`src/rtl/irq_ack_pkg.sv`:
```
package irq_ack_pkg;

    localparam int VEC_W = 8;
    localparam int LVL_W = 3;
    localparam int FC_W  = 3;
    localparam int AHI_W = 4;

    typedef enum logic {
        MODE_VECTORED = 1'b0,
        MODE_AUTO     = 1'b1
    } ack_mode_e;

    typedef enum logic {
        ST_IDLE = 1'b0,
        ST_RESP = 1'b1
    } ack_state_e;

    typedef struct packed {
        logic [VEC_W-1:0] vector;
        logic [LVL_W-1:0] level;
        ack_mode_e        mode;
    } ack_cfg_t;

    typedef struct packed {
        logic             oe;
        logic [VEC_W-1:0] data;
        logic             dtack;
        logic             vpa;
    } ack_resp_t;

    function automatic ack_resp_t build_resp(input ack_cfg_t c);
        ack_resp_t r;
        r = '0;
        if (c.mode == MODE_AUTO) begin
            r.vpa = 1'b1;
        end else begin
            r.oe    = 1'b1;
            r.data  = c.vector;
            r.dtack = 1'b1;
        end
        return r;
    endfunction

endpackage

```
`src/rtl/irq_ack_cfg.sv`:
```
module irq_ack_cfg
    import irq_ack_pkg::*;
#(
    parameter logic [VEC_W-1:0] RST_VECTOR = 8'h0F,
    parameter logic [LVL_W-1:0] RST_LEVEL  = 3'd0,
    parameter logic             RST_AUTO   = 1'b0
) (
    input  logic             clk,
    input  logic             rst,
    input  logic             load,
    input  logic [VEC_W-1:0] vector_in,
    input  logic [LVL_W-1:0] level_in,
    input  logic             auto_in,
    output ack_cfg_t         cfg
);

    always_ff @(posedge clk) begin
        if (rst) begin
            cfg.vector <= RST_VECTOR;
            cfg.level  <= RST_LEVEL;
            cfg.mode   <= ack_mode_e'(RST_AUTO);
        end else if (load) begin
            cfg.vector <= vector_in;
            cfg.level  <= level_in;
            cfg.mode   <= ack_mode_e'(auto_in);
        end
    end

endmodule

```
`src/rtl/irq_ack_decode.sv`:
```
module irq_ack_decode
    import irq_ack_pkg::*;
(
    input  logic             bus_as,
    input  logic             bus_rd,
    input  logic [FC_W-1:0]  bus_fc,
    input  logic [AHI_W-1:0] bus_addr_hi,
    input  logic [LVL_W-1:0] bus_addr_lvl,
    input  logic [LVL_W-1:0] own_level,
    output logic             hit
);

    logic space_ok;
    logic level_ok;

    always_comb begin
        space_ok = (&bus_fc) && (&bus_addr_hi);
        level_ok = (bus_addr_lvl == own_level);
        hit      = bus_as && bus_rd && space_ok && level_ok;
    end

endmodule

```
`src/rtl/irq_ack_fsm.sv`:
```
module irq_ack_fsm
    import irq_ack_pkg::*;
(
    input  logic      clk,
    input  logic      rst,
    input  logic      req_in,
    input  logic      bus_as,
    input  logic      hit,
    input  ack_cfg_t  cfg,
    output logic      pending,
    output ack_resp_t resp
);

    ack_state_e state_q;
    logic       pending_q;
    logic       deferred_q;
    ack_resp_t  resp_q;

    always_ff @(posedge clk) begin
        if (rst) begin
            state_q    <= ST_IDLE;
            pending_q  <= 1'b0;
            deferred_q <= 1'b0;
            resp_q     <= '0;
        end else begin
            case (state_q)
                ST_IDLE: begin
                    if (hit && pending_q) begin
                        state_q    <= ST_RESP;
                        resp_q     <= build_resp(cfg);
                        deferred_q <= req_in;
                    end else if (req_in) begin
                        pending_q <= 1'b1;
                    end
                end
                ST_RESP: begin
                    if (!bus_as) begin
                        state_q    <= ST_IDLE;
                        resp_q     <= '0;
                        pending_q  <= deferred_q || req_in;
                        deferred_q <= 1'b0;
                    end else if (req_in) begin
                        deferred_q <= 1'b1;
                    end
                end
                default: state_q <= ST_IDLE;
            endcase
        end
    end

    assign pending = pending_q;
    assign resp    = resp_q;


    start_needs_hit_chk: assert property (@(posedge clk) disable iff (rst)
        $rose(resp_q.dtack || resp_q.vpa) |-> $past(hit && pending_q));


    single_ack_chk: assert property (@(posedge clk) disable iff (rst)
        $onehot0({resp_q.dtack, resp_q.vpa}));


    release_chk: assert property (@(posedge clk) disable iff (rst)
        (state_q == ST_RESP && !bus_as) |=> (resp_q == '0));


    irq_drop_chk: assert property (@(posedge clk) disable iff (rst)
        (state_q == ST_RESP && !bus_as && !deferred_q && !req_in) |=> !pending_q);


    vector_hold_chk: assert property (@(posedge clk) disable iff (rst)
        (state_q == ST_RESP && bus_as) |=> $stable(resp_q.data));


    deferred_kept_chk: assert property (@(posedge clk) disable iff (rst)
        (state_q == ST_RESP && !bus_as && deferred_q) |=> pending_q);

endmodule

```
`src/rtl/irq_ack_responder.sv`:
```
module irq_ack_responder
    import irq_ack_pkg::*;
#(
    parameter logic [VEC_W-1:0] RST_VECTOR = 8'h0F,
    parameter logic [LVL_W-1:0] RST_LEVEL  = 3'd0,
    parameter logic             RST_AUTO   = 1'b0
) (
    input  logic             clk,
    input  logic             rst,
    input  logic             cfg_load,
    input  logic [VEC_W-1:0] cfg_vector,
    input  logic [LVL_W-1:0] cfg_level,
    input  logic             cfg_auto,
    input  logic             req_in,
    input  logic             bus_as,
    input  logic             bus_rd,
    input  logic [FC_W-1:0]  bus_fc,
    input  logic [AHI_W-1:0] bus_addr_hi,
    input  logic [LVL_W-1:0] bus_addr_lvl,
    output logic             irq_out,
    output logic [VEC_W-1:0] data_out,
    output logic             data_oe,
    output logic             dtack,
    output logic             vpa
);

    ack_cfg_t  cfg;
    logic      hit;
    logic      pending;
    ack_resp_t resp;

    irq_ack_cfg #(
        .RST_VECTOR(RST_VECTOR),
        .RST_LEVEL (RST_LEVEL),
        .RST_AUTO  (RST_AUTO)
    ) u_cfg (
        .clk      (clk),
        .rst      (rst),
        .load     (cfg_load),
        .vector_in(cfg_vector),
        .level_in (cfg_level),
        .auto_in  (cfg_auto),
        .cfg      (cfg)
    );

    irq_ack_decode u_decode (
        .bus_as      (bus_as),
        .bus_rd      (bus_rd),
        .bus_fc      (bus_fc),
        .bus_addr_hi (bus_addr_hi),
        .bus_addr_lvl(bus_addr_lvl),
        .own_level   (cfg.level),
        .hit         (hit)
    );

    irq_ack_fsm u_fsm (
        .clk    (clk),
        .rst    (rst),
        .req_in (req_in),
        .bus_as (bus_as),
        .hit    (hit),
        .cfg    (cfg),
        .pending(pending),
        .resp   (resp)
    );

    assign irq_out  = pending;
    assign data_out = resp.data;
    assign data_oe  = resp.oe;
    assign dtack    = resp.dtack;
    assign vpa      = resp.vpa;

endmodule

```
`config.mk`:
```
export PLATFORM = sky130hd
export DESIGN_NAME = irq_ack_responder
export DESIGN_NICKNAME = d
export VERILOG_FILES = /design/src/rtl/irq_ack_pkg.sv /design/src/rtl/irq_ack_cfg.sv /design/src/rtl/irq_ack_decode.sv /design/src/rtl/irq_ack_fsm.sv /design/src/rtl/irq_ack_responder.sv
export SDC_FILE = /design/constraint.sdc
export NUM_CORES = 1
export LEC_CHECK = 0
export ABC_AREA = 1
export BUFFER_PORTS_ARGS = -buffer_cell sky130_fd_sc_hd__buf_4
export CAP_MARGIN = 20
export CORE_MARGIN = 2
export CORE_UTILIZATION = 49
export CTS_CLUSTER_DIAMETER = 100
export DETAILED_ROUTE_END_ITERATION = 6
export PLACE_DENSITY = 0.78
export SLEW_MARGIN = 20
export SYNTH_ARGS = -nofsm -noshare
export SYNTH_HDL_FRONTEND = slang
export SYNTH_SLANG_ARGS = --single-unit
```
`constraint.sdc`:
```
create_clock -name clk -period 1.7 [get_ports clk]
set_input_delay 0.34 -clock clk [delete_from_list [all_inputs] [get_ports clk]]
set_output_delay 0.34 -clock clk [all_outputs]
set_load 0.05 [all_outputs]
```
==> results of run 1 <==
final timing paths:
check	from	to	slack (ps)
setup / recovery	u_fsm.state_q$_SDFF_PP0_	u_fsm.resp[9]$_SDFFE_PP0P_	380
hold / removal	cfg_vector[0]	u_cfg.cfg[4]$_SDFFE_PP1P_	220
setup reg to reg	u_fsm.state_q$_SDFF_PP0_	u_fsm.resp[9]$_SDFFE_PP0P_	380
hold reg to reg	u_cfg.cfg[1]$_SDFFE_PP0P_	u_cfg.cfg[1]$_SDFFE_PP0P_	470
sequential cells by signal (all words and copies together), names as in the netlist:
signal	cells
u_fsm.resp	10
u_fsm.state_q	1
u_fsm.deferred_q	1
u_fsm.pending	1
u_cfg.cfg	12
per-layer routing:
| metal | wire length (um) | part of all wire | vias up |
|---|---|---|---|
| li1 | - | - | 547 |
| met1 | 1050 | 0.43 | 461 |
| met2 | 1190 | 0.49 | 33 |
| met3 | 159 | 0.066 | 4 |
| met4 | 24 | 0.0099 | 0 |
| met5 | 0 | 0 | - |
layout make-up:
class,count,area (um^2),area share
timing repair buffer,39,293,0.196
clock buffer,3,22.5,0.0151
multi-input combinational,99,587,0.392
sequential,25,500,0.335
inverter,14,52.6,0.0351
tap,28,35.0,0.0234
clock inverter,1,5.00,0.00335
cells in the final DEF, fill, tap and decap left out:
cell type,Yosys,final
nand4_1,7,7
a21oi_1,7,7
clkinv_2,0,1
o21bai_1,1,1
inv_2,4,4
nor2_8,2,2
nor2_4,1,1
nand3_1,9,9
nand2_1,28,28
nor2_1,12,12
clkbuf_4,0,3
o21ai_0,8,8
clkinv_1,1,1
a21oi_2,9,9
buf_4,1,39
inv_1,9,9
a211oi_1,1,1
nand3_2,8,8
nor2_2,1,1
nand2_2,3,3
dfxtp_1,25,25
nand2_4,2,2
cells by family (layout without fill, tap and decap cells):
logic type / Yosys count / in the layout / share of synthesized area
compound gates: 26 / 26 / 0.143
simple gates: 73 / 73 / 0.354
buf+inv: 21 / 57 / 0.0794
flops: 25 / 25 / 0.424
critical path, cell delays in order (launching register included):
cell     delay, ps
dfxtp_1        380
inv_2           90
nand2_2         60
nor2_4          90
nand2_4         70
nor2_8         150
nand2_4        160
nand3_1        110
nand2_1         50
nor2_1         100
metrics by stage:
step                setup WS, ps  total power [W]
global placement             373         0.000772
global route                 296          0.00108
finish                       383          0.00103
floorplan                    159         0.000713
detailed placement           313         0.000779
CTS                          375          0.00104
power breakdown:
group	switching (W)	internal (W)
clock network	0.000179	0.0000881
registers	0.0000124	0.000608
logic	0.0000775	0.0000672
==> flow_metrics.env, run 1 <==
export IMPL_status="completed"
export IMPL_syn_nets=173
export IMPL_grt_use_met3=0.0395
export IMPL_fin_nets=210
export IMPL_final_cells=209
export IMPL_die_h_um=53.1
export IMPL_ctsResizeCount=0
export IMPL_dieArea_um2=2820
export IMPL_finalHoldViolCount=0
export IMPL_skew_ps=6.71
export IMPL_report_final_slew_viol_count=0
export IMPL_clkSlewWorstSetupHoldPaths_ps=140
export IMPL_cts_htree_levels=1
export IMPL_numClockSinks=25
export IMPL_syn2layout_area_growth_pct=26.6
export IMPL_ys_flop_type="dfxtp_1"
export IMPL_gr_usage_met2=0.323
export IMPL_clk_latency_ps=320
export IMPL_cts_setup_buffers=0
export IMPL_dpl_hpwl_um=1930
export IMPL_clock_path_buffers=2
export IMPL_hold_depth=3
export IMPL_stdcell_area_um2=1500
export IMPL_rsz0062_at_grt="false"
export IMPL_end_kind="flip-flop"
export IMPL_crit_arrival_ps=1580
export IMPL_post_dp_cell_area_um2=1470
export IMPL_routedWlPerCell_um=11.6
export IMPL_max_freq_mhz=760
export IMPL_grt_overflow_total=0
export IMPL_cts_root_buf="clkbuf_4"
export IMPL_numPlacedInstances=205
export IMPL_wl_um=2420
export IMPL_synth_most_common_cell="nand2_1"
export IMPL_ir_drop_v=0.000552
export IMPL_avgSynthCellArea_um2=8.15
export IMPL_power_density_nw_per_um2=690
export IMPL_worst_pin_slew_ps=427
export IMPL_numCtsBuffers=3
export IMPL_coreArea_um2=2250
export IMPL_synth_edf_count=0
export IMPL_required_ps=1960
export IMPL_synth_cell_type_count=23
export IMPL_crit_fanout=15
export IMPL_yosys_area_top_type="dfxtp_1"
export IMPL_grt_antenna_before_repair=0
export IMPL_drc=0
export IMPL_layout_min_cycle_time_ps=1320
export IMPL_busiest_layer="met2"
export IMPL_setup_tns_ps=0
export IMPL_num_rows=17
export IMPL_io_buffers=39
export IMPL_start_util=0.524
export IMPL_grt_max_degree=17
export IMPL_grt_pass1_wl_um=3910
export IMPL_ys_seq_area_frac=0.424
export IMPL_hold_worst_slack_ps=216
export IMPL_synth_top_cells_by_count="nand2_1 (28), dfxtp_1 (25), nor2_1 (12)"
export IMPL_vias=1045
export IMPL_antenna_cells=0
export IMPL_grt_use_total=0.189
export IMPL_ys_ff_latch=25
export IMPL_synth_area_top_cells="dfxtp_1 (42%), nand2_1 (8.9%), nand3_2 (6.8%)"
export IMPL_holdCritPathClass="in2reg"
export IMPL_dr_first_iter_drc_count=14
export IMPL_crit_type="reg2reg"
export IMPL_ys_async_sr_fraction=0
export IMPL_nFillCells=221
export IMPL_dr_pass1_iters=4
export IMPL_via_per_inst=5.00
export IMPL_hold_buffers=0
export IMPL_pin_count=40
export IMPL_yosysTopAreaCellShare=0.424
export IMPL_relSlewSlack=0.715
export IMPL_ant_nets=0
export IMPL_die_width_um=53.1
export IMPL_final_layout_size_suffix_gt1_frac=0.403
export IMPL_maxCapViolCount=0
export IMPL_synth_area_um2=1180
export IMPL_ff2ff_path_depth=9
export IMPL_synthCells=145
export IMPL_cts_tree="yes"
export IMPL_grt_pass1_vias=977
export IMPL_ys_warn_count=0
export IMPL_final_util=0.663
export IMPL_finalSetupViolations=0
export IMPL_grt_util_met1=0.222
export IMPL_post_route_period_util=0.774
export IMPL_worst_setup_path_start_kind="flip-flop"
export IMPL_gp_congestion=0.718
export IMPL_leakagePower_nw=0.705
Power figures use the tool's default switching activity.
==> inputs of run 2 (changes only) <==
--- a/config.mk
+++ b/config.mk
@@ -5,14 +5,14 @@
 export SDC_FILE = /design/constraint.sdc
 export NUM_CORES = 1
 export LEC_CHECK = 0
-export ABC_AREA = 1
+export ABC_AREA = 0
 export BUFFER_PORTS_ARGS = -buffer_cell sky130_fd_sc_hd__buf_4
 export CAP_MARGIN = 20
 export CORE_MARGIN = 2
-export CORE_UTILIZATION = 49
+export CORE_UTILIZATION = 42
 export CTS_CLUSTER_DIAMETER = 100
 export DETAILED_ROUTE_END_ITERATION = 6
-export PLACE_DENSITY = 0.78
+export PLACE_DENSITY = 0.73
 export SLEW_MARGIN = 20
 export SYNTH_ARGS = -nofsm -noshare
 export SYNTH_HDL_FRONTEND = slang
==> constraint.sdc (replaced) <==
create_clock -name clk -period 1.21 [get_ports clk]
set_input_delay 0.242 -clock clk [delete_from_list [all_inputs] [get_ports clk]]
set_output_delay 0.242 -clock clk [all_outputs]
set_load 0.05 [all_outputs]
==> flow_metrics.env, run 2 <==
export IMPL_synth_area_top_cells="dfxtp_1 (47%), mux2i_1 (17%), nand2_1 (6.7%)"
export IMPL_grt_pass1_vias=825
export IMPL_rrSetupSlack_ps=-90
export IMPL_leakagePower_nw=0.736
export IMPL_finalHoldViolCount=0
export IMPL_numPlacedInstances=177
export IMPL_mostFrequentLayoutCells="buf_4 (44), dfxtp_1 (22), nand2_1 (19), mux2i_1 (18), nor2_1 (11)"
export IMPL_cts_setup_buffers=0
export IMPL_yosysTopAreaCellShare=0.469
export IMPL_ys_async_sr_fraction=0
export IMPL_finalSetupViolations=12
export IMPL_cts_tree="yes"
export IMPL_dieArea_um2=2960
export IMPL_synth_cell_type_count=24
export IMPL_numClockSinks=25
export IMPL_syn_nets=138
export IMPL_via_per_inst=4.96
export IMPL_hold_worst_slack_ps=134
export IMPL_whs_endpoint="u_cfg.cfg[5]$_SDFFE_PP1P_"
export IMPL_clkSlewWorstSetupHoldPaths_ps=120
export IMPL_die_width_um=54.4
export IMPL_report_final_slew_viol_count=0
export IMPL_crit_type="reg2reg"
export IMPL_grt_antenna_before_repair=0
export IMPL_synth_most_common_cell="dfxtp_1"
export IMPL_clk_latency_ps=300
export IMPL_max_freq_mhz=772
export IMPL_final_common_cell="buf_4"
export IMPL_required_ps=1410
export IMPL_pin_count=40
export IMPL_post_route_period_util=1.07
export IMPL_top_register="u_cfg.cfg"
export IMPL_ff2ff_path_depth=4
export IMPL_synthMuxAreaShare=0.169
export IMPL_dpl_hpwl_um=1710
export IMPL_synth_edf_count=0
export IMPL_ys_warn_count=0
export IMPL_avgSynthCellArea_um2=9.70
export IMPL_hold_start="cfg_vector[1]"
export IMPL_power_switching_w=0.000332
export IMPL_ir_drop_v=0.00104
export IMPL_dr_pass1_iters=4
export IMPL_comb_power_share=0.143
export IMPL_num_rows=18
export IMPL_numCtsBuffers=3
export IMPL_nFillCells=224
export IMPL_yosys_area_share_simple=0.225
export IMPL_synth_top_family_by_area="simple AND/OR/NAND/NOR gates"
export IMPL_crit_arrival_ps=1500
export IMPL_hold_buffers=0
export IMPL_yosys_area_top_type="dfxtp_1"
export IMPL_grt_overflow_total=0
export IMPL_io_buffers=39
export IMPL_grt_pass1_wl_um=3420
export IMPL_rsz0062_at_grt="true"
export IMPL_synth_xor_xnor_area_share=0.0246
export IMPL_ys_flop_type="dfxtp_1"
export IMPL_status="finished with violations"
export IMPL_synth_compound_area_share=0.0680
export IMPL_synth_top_cells_by_count="dfxtp_1 (25), nand2_1 (19), mux2i_1 (18), nor2_1 (11)"
export IMPL_swShare=0.233
export IMPL_wl_um=2120
export IMPL_hold_depth=2
export IMPL_vias=898
export IMPL_gp_congestion=0.730
export IMPL_worst_setup_path_start_kind="flip-flop"
export IMPL_clock_path_buffers=2
export IMPL_synthCells=110
export IMPL_die_h_um=54.4
export IMPL_final_cells=181
export IMPL_setup_slack_ps=-85.4
export IMPL_cts_root_buf="clkbuf_4"
export IMPL_ys_seq_area_frac=0.469
export IMPL_grt_max_degree=17
export IMPL_crit_fanout=11
export IMPL_maxCapViolCount=0
export IMPL_holdCritPathClass="in2reg"
export IMPL_start_util=0.439
export IMPL_drc=0
export IMPL_skew_ps=2.62
export IMPL_power_frac_seq=0.609
export IMPL_ant_nets=0
export IMPL_antenna_cells=0
export IMPL_ys_ff_latch=25
export IMPL_layout_min_cycle_time_ps=1300
export IMPL_fin_nets=180
export IMPL_r2r_end="u_fsm.resp[3]$_SDFFE_PP0P_"
export IMPL_grt_use_total=0.161
export IMPL_synth_area_um2=1070
export IMPL_p_int_w=0.00109
export IMPL_coreArea_um2=2430
export IMPL_power_total_w=0.00142
export IMPL_synthAdderAreaFrac=0
export IMPL_end_kind="flip-flop"
export IMPL_reg2reg_from="u_cfg.cfg[2]$_SDFFE_PP0P_"
export IMPL_relSlewSlack=0.812
export IMPL_worst_pin_slew_ps=280
export IMPL_power_share_clock=0.247
export IMPL_dr_first_iter_drc_count=2
export IMPL_largest_reg_flops=12
export IMPL_routedWlPerCell_um=11.7
export IMPL_power_density_nw_per_um2=989
export IMPL_violations="negative setup slack"
export IMPL_cts_htree_levels=1
export IMPL_syn2layout_area_growth_pct=34.9
export IMPL_final_layout_size_suffix_gt1_frac=0.371
run 2: cell types whose count changed in the layout (fill, tap and decap cells not counted), moves of 5 or more:
cell     before  now
o21ai_0       8    0
a21oi_2       9    0
buf_4        39   44
nand3_2       8    0
inv_1         9    2
nand3_1       9    0
nand2_1      28   19
mux2i_1       0   18
run 2: layer usage:
layer | GRT usage | wire, um | vias up | part of all wire
li1 | - | - | 456 | -
met1 | 0.175 | 842 | 418 | 0.40
met2 | 0.299 | 1160 | 22 | 0.55
met3 | 0.0601 | 108 | 2 | 0.051
met5 | 0 | 0 | - | 0
met4 | 0.0250 | 10 | 0 | 0.0047
run 2: logic make-up after synthesis:
| family | Yosys count |
|---|---|
| and+or+nand+nor | 45 |
| DFF | 25 |
| muxes | 18 |
| AOI/OAI and AO/OA | 10 |
| buffers and inverters | 9 |
| xor gates and xnor gates | 3 |
run 2: cell type report:
class                           count  area [um^2]  share of cell area
Sequential cell                    25          507               0.352
Multi-Input combinational cell     76          532               0.369
Inverter                            2         7.51             0.00521
Timing Repair Buffer               44          330               0.229
Clock buffer                        4         26.3              0.0182
Tap cell                           30         37.5              0.0261
run 2: metrics by stage:
stage / instance area, um^2 / TNS, ps / util / setup WS (ps)
finish: 1440 / -863 / 0.592 / -85.4
global route: 1440 / -1740 / 0.592 / -179
CTS: 1440 / -982 / 0.592 / -98.2
detailed placement: 1410 / -2330 / 0.579 / -220
global placement: 1410 / -2010 / 0.579 / -186
floorplan: 1080 / -386 / - / -43.0
run 2: worst max path at each step:
stage | to | from | slack, ps
floorplan | u_fsm.resp[10]$_SDFFE_PP0P_ | u_cfg.cfg[1]$_SDFFE_PP0P_ | -40
global placement | u_fsm.resp[5]$_SDFFE_PP0P_ | bus_addr_lvl[0] | -190
detailed placement | u_fsm.resp[3]$_SDFFE_PP0P_ | bus_addr_lvl[0] | -220
global route | u_fsm.resp[2]$_SDFFE_PP0P_ | u_cfg.cfg[2]$_SDFFE_PP0P_ | -180
finish | u_fsm.resp[3]$_SDFFE_PP0P_ | u_cfg.cfg[2]$_SDFFE_PP0P_ | -90
CTS | u_fsm.resp[8]$_SDFFE_PP0P_ | u_cfg.cfg[2]$_SDFFE_PP0P_ | -100
run 2: repair_timing:
| item | CTS | global route |
|---|---|---|
| setup endpoints to repair | 11 | 12 |
| resized for setup | 2 | 0 |
| pin swaps | 0 | 0 |
| hold endpoints to repair | 0 | 0 |
run 2: power by group through the flow:
stage | sequential, W | clock, W | combinational (W)
floorplan | 0.000891 | 0 | 0.0000978
global placement | 0.000886 | 0 | 0.000201
detailed placement | 0.000887 | 0 | 0.000207
CTS | 0.000869 | 0.000374 | 0.000208
global route | 0.000873 | 0.000401 | 0.000223
finish | 0.000868 | 0.000352 | 0.000204
run 2: worst max-delay path: stages, from the launching register on:
cell     delay (ps)
dfxtp_2         350
xor2_1          180
nor4_4          330
nand2_4         190
mux2i_1         160
